**src/rtl/ndiv_ramp_pkg.sv**
```systemverilog
// Shared types for the feedback divider ramp sequencer.
// Assumes: used by ndiv_ramp_ctrl only.
package ndiv_ramp_pkg;
    typedef enum logic [2:0] {
        ST_IDLE,
        ST_STEP,
        ST_SLOW,
        ST_WRN,
        ST_RAMP,
        ST_POLL
    } ramp_state_e;
endpackage

```
**src/rtl/ramp_prescaler.sv**
```systemverilog
// Poll interval generator: gives one tick every div_i+1 cycles while not cleared.
// Assumes: div_i holds steady during an operation; clear_i high forces the count to zero.
module ramp_prescaler #(
    parameter int W = 8
) (
    input  logic         clk,
    input  logic         rst_n,
    input  logic         clear_i,
    input  logic [W-1:0] div_i,
    output logic         tick_o
);
    logic [W-1:0] cnt_q;

    assign tick_o = !clear_i && (cnt_q == div_i);

    // Counts cycles up to div_i, then wraps.
    always_ff @(posedge clk) begin
        if (!rst_n || clear_i) cnt_q <= '0;
        else if (tick_o)       cnt_q <= '0;
        else                   cnt_q <= cnt_q + 1'b1;
    end

    p_cnt_bound_r5: assert property (@(posedge clk) disable iff (!rst_n)
        !clear_i |-> cnt_q <= div_i);
endmodule

```
**src/rtl/ramp_poll_count.sv**
```systemverilog
// Poll counter: counts the polls that did not see done and flags the last permitted one.
// Assumes: step_i pulses only on a poll that did not see done; clear_i restarts the count.
module ramp_poll_count #(
    parameter int LIMIT = 500
) (
    input  logic clk,
    input  logic rst_n,
    input  logic clear_i,
    input  logic step_i,
    output logic last_o
);
    localparam int CW = (LIMIT > 1) ? $clog2(LIMIT) : 1;
    localparam logic [CW-1:0] LAST = CW'(LIMIT - 1);

    logic [CW-1:0] cnt_q;

    assign last_o = (cnt_q == LAST);

    // Adds one for each poll that missed done; stops at the last slot.
    always_ff @(posedge clk) begin
        if (!rst_n || clear_i)       cnt_q <= '0;
        else if (step_i && !last_o)  cnt_q <= cnt_q + 1'b1;
    end

    p_poll_bound_r7: assert property (@(posedge clk) disable iff (!rst_n)
        cnt_q <= LAST);
endmodule

```
**src/rtl/ndiv_ramp_ctrl.sv**
```systemverilog
// Feedback divider ramp sequencer.
// Loads the step fields, sets slowdown, writes N, enables the ramp, and then polls
// ramp_done_i at prescaled intervals up to POLL_LIMIT times. It then clears
// slowdown and ramp enable together and pulses done_o, with err_o set on timeout.
// Assumes: ramp_done_i is already synchronised to clk; n_current_i is the value in effect.
module ndiv_ramp_ctrl
    import ndiv_ramp_pkg::*;
#(
    parameter int N_W        = 8,
    parameter int STEP_W     = 8,
    parameter int PRESC_W    = 8,
    parameter int POLL_LIMIT = 500,
    parameter logic [STEP_W-1:0] STEP_A_VAL = STEP_W'('h2B),
    parameter logic [STEP_W-1:0] STEP_B_VAL = STEP_W'('h0B)
) (
    input  logic               clk,
    input  logic               rst_n,
    input  logic               start_i,
    input  logic [N_W-1:0]     n_target_i,
    input  logic [N_W-1:0]     n_current_i,
    input  logic [PRESC_W-1:0] poll_div_i,
    input  logic               ramp_done_i,
    output logic [STEP_W-1:0]  step_a_o,
    output logic [STEP_W-1:0]  step_b_o,
    output logic               slowdown_o,
    output logic               ramp_en_o,
    output logic [N_W-1:0]     coeff_n_o,
    output logic               coeff_wr_o,
    output logic               busy_o,
    output logic               done_o,
    output logic               err_o
);
    ramp_state_e       state_q;
    logic [N_W-1:0]    n_lat_q;
    logic [STEP_W-1:0] step_a_q, step_b_q;
    logic              slowdown_q, ramp_en_q, coeff_wr_q, done_q, err_q;
    logic [N_W-1:0]    coeff_n_q;
    logic              in_poll, tick, poll_last, poll_miss;

    assign in_poll   = (state_q == ST_POLL);
    assign poll_miss = tick && !ramp_done_i;

    ramp_prescaler #(.W(PRESC_W)) u_presc (
        .clk     (clk),
        .rst_n   (rst_n),
        .clear_i (!in_poll),
        .div_i   (poll_div_i),
        .tick_o  (tick)
    );

    ramp_poll_count #(.LIMIT(POLL_LIMIT)) u_polls (
        .clk     (clk),
        .rst_n   (rst_n),
        .clear_i (!in_poll),
        .step_i  (poll_miss),
        .last_o  (poll_last)
    );

    // Sequencer: one register action per state, ending on a done poll or on the last poll.
    always_ff @(posedge clk) begin
        if (!rst_n) begin
            state_q    <= ST_IDLE;
            n_lat_q    <= '0;
            step_a_q   <= '0;
            step_b_q   <= '0;
            slowdown_q <= 1'b0;
            ramp_en_q  <= 1'b0;
            coeff_n_q  <= '0;
            coeff_wr_q <= 1'b0;
            done_q     <= 1'b0;
            err_q      <= 1'b0;
        end else begin
            done_q     <= 1'b0;
            coeff_wr_q <= 1'b0;
            case (state_q)
                ST_IDLE: begin
                    if (start_i) begin
                        if (n_target_i == n_current_i) begin
                            done_q <= 1'b1;
                            err_q  <= 1'b0;
                        end else begin
                            n_lat_q <= n_target_i;
                            state_q <= ST_STEP;
                        end
                    end
                end
                ST_STEP: begin
                    step_a_q <= STEP_A_VAL;
                    step_b_q <= STEP_B_VAL;
                    state_q  <= ST_SLOW;
                end
                ST_SLOW: begin
                    slowdown_q <= 1'b1;
                    state_q    <= ST_WRN;
                end
                ST_WRN: begin
                    coeff_n_q  <= n_lat_q;
                    coeff_wr_q <= 1'b1;
                    state_q    <= ST_RAMP;
                end
                ST_RAMP: begin
                    ramp_en_q <= 1'b1;
                    state_q   <= ST_POLL;
                end
                ST_POLL: begin
                    if (tick && (ramp_done_i || poll_last)) begin
                        slowdown_q <= 1'b0;
                        ramp_en_q  <= 1'b0;
                        done_q     <= 1'b1;
                        err_q      <= !ramp_done_i;
                        state_q    <= ST_IDLE;
                    end
                end
                default: state_q <= ST_IDLE;
            endcase
        end
    end

    assign step_a_o   = step_a_q;
    assign step_b_o   = step_b_q;
    assign slowdown_o = slowdown_q;
    assign ramp_en_o  = ramp_en_q;
    assign coeff_n_o  = coeff_n_q;
    assign coeff_wr_o = coeff_wr_q;
    assign busy_o     = (state_q != ST_IDLE);
    assign done_o     = done_q;
    assign err_o      = err_q;

    p_steps_set_r2: assert property (@(posedge clk) disable iff (!rst_n)
        slowdown_q |-> (step_a_q == STEP_A_VAL) && (step_b_q == STEP_B_VAL));
    p_slow_before_write_r3: assert property (@(posedge clk) disable iff (!rst_n)
        coeff_wr_q |-> slowdown_q && !ramp_en_q);
    p_en_after_write_r4: assert property (@(posedge clk) disable iff (!rst_n)
        $rose(ramp_en_q) |-> $past(coeff_wr_q));
    p_en_needs_slow_r4: assert property (@(posedge clk) disable iff (!rst_n)
        ramp_en_q |-> slowdown_q);
    p_clear_together_r6: assert property (@(posedge clk) disable iff (!rst_n)
        $fell(slowdown_q) |-> $fell(ramp_en_q) && done_q);
    p_timeout_last_r7: assert property (@(posedge clk) disable iff (!rst_n)
        (done_q && err_q) |-> $past(poll_last) && !$past(ramp_done_i));
endmodule

```
**config.mk**
```make
export PLATFORM = sky130hd
export DESIGN_NAME = ndiv_ramp_ctrl
export DESIGN_NICKNAME = d
export VERILOG_FILES = /design/src/rtl/ndiv_ramp_pkg.sv /design/src/rtl/ramp_prescaler.sv /design/src/rtl/ramp_poll_count.sv /design/src/rtl/ndiv_ramp_ctrl.sv
export SDC_FILE = /design/constraint.sdc
export NUM_CORES = 1
export LEC_CHECK = 0
export BUFFER_PORTS_ARGS = -buffer_cell sky130_fd_sc_hd__buf_4
export CAP_MARGIN = 20
export CORE_ASPECT_RATIO = 0.5
export CORE_MARGIN = 2
export CORE_UTILIZATION = 35
export CTS_CLUSTER_SIZE = 10
export DETAILED_ROUTE_END_ITERATION = 16
export GPL_ROUTABILITY_DRIVEN = 0
export PLACE_DENSITY = 0.66
export SETUP_SLACK_MARGIN = 0.4
export SLEW_MARGIN = 10
export SYNTH_ARGS = -nofsm -noshare
export SYNTH_HDL_FRONTEND = slang
export SYNTH_SLANG_ARGS = --single-unit
```
**constraint.sdc**
```tcl
create_clock -name clk -period 4 [get_ports clk]
set_input_delay 0.4 -clock clk [delete_from_list [all_inputs] [get_ports clk]]
set_output_delay 0.4 -clock clk [all_outputs]
set_load 0.03 [all_outputs]
```
==> flow_summary_export.csv <==
group,metric,value,unit
run_status,outcome,"complete, no violations",
global_routing,grt_start_max_net_pins,27,
detailed_routing,vias,1598,
die,initial_utilization,37.29,%
die,std_cell_rows,19,
die,chipHeight,58.78,um
detailed_routing,antenna_violating_nets_post_route,0,
worst_setup_path,destination_of_the_worst_register_to_register_timing_path,"u_polls.cnt_q[6]",
worst_setup_path,setup.reg_to_reg.worst_slack,1780,ps
sta,grt_setup_unrepaired,"false",
detailed_routing,vias_per_cell,4.714,
clock_tree,postCtsHoldBufs,0,
sta,achievable-frequency,0.4506,GHz
detailed_routing,drt_iter0_drc,84,
sta,fin_tns_setup,0,ps
worst_setup_path,timing.critical_path.to_type,"flop",
sta,worstMarginPinSlew,634.5,ps
worst_setup_path,worstRegToRegCells,6,
detailed_routing,wire_per_inst,11.51,um
detailed_routing,detail_route.first_pass.iterations,4,
worst_setup_path,crit_path_start_kind,"flop",
clock_tree,cts-htree-levels,2,
clock_tree,worstSkewPairLatency,280,ps
detailed_routing,wl,3902,um
worst_setup_path,timing.critical_path.fanout_max,14,
worst_setup_path,cp-startpoint,"u_polls.cnt_q[0]",
clock_tree,tritoncts,"built",
sta,final-hold-violation-count,0,
worst_setup_path,crit_arrival,2430,ps
sta,setup_viol_count_final,0,
synthesis,synth.lib_cells_used.distinct,42,
layout,layout-area-overhead-vs-synth,22.57,%
clock_tree,cts.sinks,42,
die,design.core.area,5634,um^2
place,portBuffers,48,
global_routing,initial_antenna_violation_count,0,
global_routing,first_global_vias,1542,
worst_setup_path,crit_path_end,"u_polls.cnt_q[6]",
global_routing,wire_length_of_the_first_global_routing_pass,6941,um
die,design.die.area,6675,um^2
place,dp_worst_setup_slack,1814,ps
layout,n_antenna_cell,0,
clock_tree,clock_tree.root_cell,"sky130_fd_sc_hd__clkbuf_16",
synthesis,primary_flip_flop_cell_chosen_by_synthesis_mapping,"sky130_fd_sc_hd__dfxtp_1",
synthesis,synth_seq_area_share,40.02,%
place,detailed_place_hpwl,2974,um
sta,period_minus_slack,2219,ps
sta,period_share,55.48,%
power_and_ir_drop,max-vdd-ir-drop,0.0001605,V
worst_setup_path,regToRegStartpoint,"u_polls.cnt_q[0]",
synthesis,synth_enable_flop_cells,0,
global_routing,grt.overflow.total,0,
clock_tree,cts-resized-gates,0,
worst_setup_path,worst_setup_path_type,"reg -> reg",
synthesis,synth_cells,224,
synthesis,yosys_warnings,0,
layout,drive_above_1_share,24.81,%
synthesis,syn_area,2101,um^2
synthesis,async_reset_ff_share,0,%
global_routing,groute.usage.overall,13.13,%
synthesis,syn_avg_cell_area,9.378,um^2
sta,max-slew-margin-rel,57.54,%
power_and_ir_drop,power.density_cell_area,408.7,nW/um^2
die,io_pins,58,
clock_tree,max-clock-path-buffers,2,
worst_hold_path,hold_path.class,"in -> reg",
detailed_routing,drt_drc_violations_left,0,
synthesis,netlist.top_cell.by_area,"sky130_fd_sc_hd__dfxtp_1",
synthesis,synth.cells.most_frequent,"sky130_fd_sc_hd__dfxtp_1 (42), sky130_fd_sc_hd__nand2_1 (24), sky130_fd_sc_hd__buf_4 (16), sky130_fd_sc_hd__nor2_1 (16), sky130_fd_sc_hd__xor2_1 (14)",
synthesis,leading_cell_type_by_number_of_instances_after_synthesis,"sky130_fd_sc_hd__dfxtp_1",
layout,finish.net_count,295,
synthesis,netlist.area_leader.share,40.02,%
sta,setup_ws,1781,ps
synthesis,ys_top_cells_by_area,"sky130_fd_sc_hd__dfxtp_1 (40%), sky130_fd_sc_hd__xor2_1 (5.8%), sky130_fd_sc_hd__buf_4 (5.7%), sky130_fd_sc_hd__mux2i_1 (4.8%), sky130_fd_sc_hd__xnor2_1 (4.6%)",
run,cap_violations,0,
clock_tree,cts-buffers-inserted,5,
synthesis,post_synthesis_register_bit_count,42,
worst_setup_path,cp_data_required_time,4210,ps
clock_tree,post_cts_buffers,0,
clock_tree,worst_setup_hold_path_clk_slew,60,ps
sta,clock_skew,2.137,ps
power_and_ir_drop,power_leakage,0.001061,uW
sta,timing_max_transition_violations_final,0,
die,horizontal_extent_of_the_die,113.6,um
[how the worst min path moves through the flow]
stage / start / end / slack (ps) / depth (start not counted)
after floorplan: n_lat_q[3] / coeff_n_o[3] / 440 / 2
after global placement: n_lat_q[1] / coeff_n_o[1] / 450 / 2
after detailed placement: n_lat_q[3] / coeff_n_o[3] / 460 / 2
after CTS: n_target_i[7] / n_lat_q[7] / 390 / 3
after global routing: n_target_i[5] / n_lat_q[5] / 410 / 3
final: n_target_i[7] / n_lat_q[7] / 400 / 3
[per-layer routing]
metal	up-vias	GRT usage, %	part of all wire [%]
li1	823	-	-
met1	744	15.80	46
met2	24	23.01	49
met4	0	5.052	1.4
met5	-	0	0
met3	7	3.502	3.4
[placed cells by master (no fill, tap or decap), types with 3 or more instances in the layout]
cell / Yosys / final
sky130_fd_sc_hd__nor2b_1: 9 / 9
sky130_fd_sc_hd__xnor2_1: 11 / 11
sky130_fd_sc_hd__nand4_1: 5 / 5
sky130_fd_sc_hd__and2_1: 3 / 3
sky130_fd_sc_hd__dfxtp_1: 42 / 42
sky130_fd_sc_hd__nand2_1: 24 / 24
sky130_fd_sc_hd__a21oi_1: 9 / 9
sky130_fd_sc_hd__buf_4: 16 / 48
sky130_fd_sc_hd__a21boi_0: 8 / 8
sky130_fd_sc_hd__o21a_1: 3 / 3
sky130_fd_sc_hd__clkbuf_8: 0 / 3
sky130_fd_sc_hd__nand3_1: 7 / 7
sky130_fd_sc_hd__clkbuf_16: 0 / 5
sky130_fd_sc_hd__and3_1: 4 / 4
sky130_fd_sc_hd__or3_1: 4 / 4
sky130_fd_sc_hd__conb_1: 1 / 9
sky130_fd_sc_hd__o21ai_0: 5 / 5
sky130_fd_sc_hd__mux2i_1: 10 / 10
sky130_fd_sc_hd__inv_1: 3 / 3
sky130_fd_sc_hd__xor2_1: 14 / 14
sky130_fd_sc_hd__nor2_1: 16 / 16
[kinds of logic after synthesis]
| group | share of synthesized area (%) |
|---|---|
| buffers and inverters | 8.993 |
| AO/OA/AOI/OAI | 11.20 |
| other | 0.1785 |
| adder cells (fa/ha/maj) | 1.191 |
| XOR/XNOR | 10.42 |
| AND/OR/NAND/NOR | 23.23 |
| flip-flops | 40.02 |
| multiplexers | 4.765 |
[flip-flops by register name, summed over array words and instances (netlist names), 3 cells and up]
| signal | count |
|---|---|
| coeff_n_o | 8 |
| n_lat_q | 8 |
| state_q | 3 |
| u_polls.cnt_q | 9 |
| u_presc.cnt_q | 8 |
[worst max-delay path, stage by stage, from the launching register on]
cell                        delay (ps)
sky130_fd_sc_hd__dfxtp_1           330
sky130_fd_sc_hd__ha_1              240
sky130_fd_sc_hd__and4bb_4          220
sky130_fd_sc_hd__a2111oi_4         390
sky130_fd_sc_hd__nand3_2           280
sky130_fd_sc_hd__or4_1             540
sky130_fd_sc_hd__a21oi_1           150
[cell type report]
class,count,area [um^2]
Inverter,4,15.01
Timing Repair Buffer,48,360.3
Sequential cell,42,840.8
Clock buffer,8,166.4
Tap cell,73,91.34
Multi-Input combinational cell,164,1101
Fill cell,526,3059
[report_power, final]
| part | switching (uW) | internal [uW] |
|---|---|---|
| Combinational | 97.1 | 72.9 |
| Sequential | 15.7 | 435 |
| Clock | 150 | 282 |
[through the flow]
step                instances  area, um^2  total power (uW)  hold slack, ps  utilization [%]
floorplan                 232        2131             593.2           440.6                -
global placement          331        2409             628.2           449.0            42.75
detailed placement        331        2409             631.1           459.7            42.75
CTS                       339        2575              1066           393.3            45.70
global route              339        2575              1100           413.4            45.70
finish                    339        2575              1053           395.6            45.70
Power figures use the tool's default switching activity.
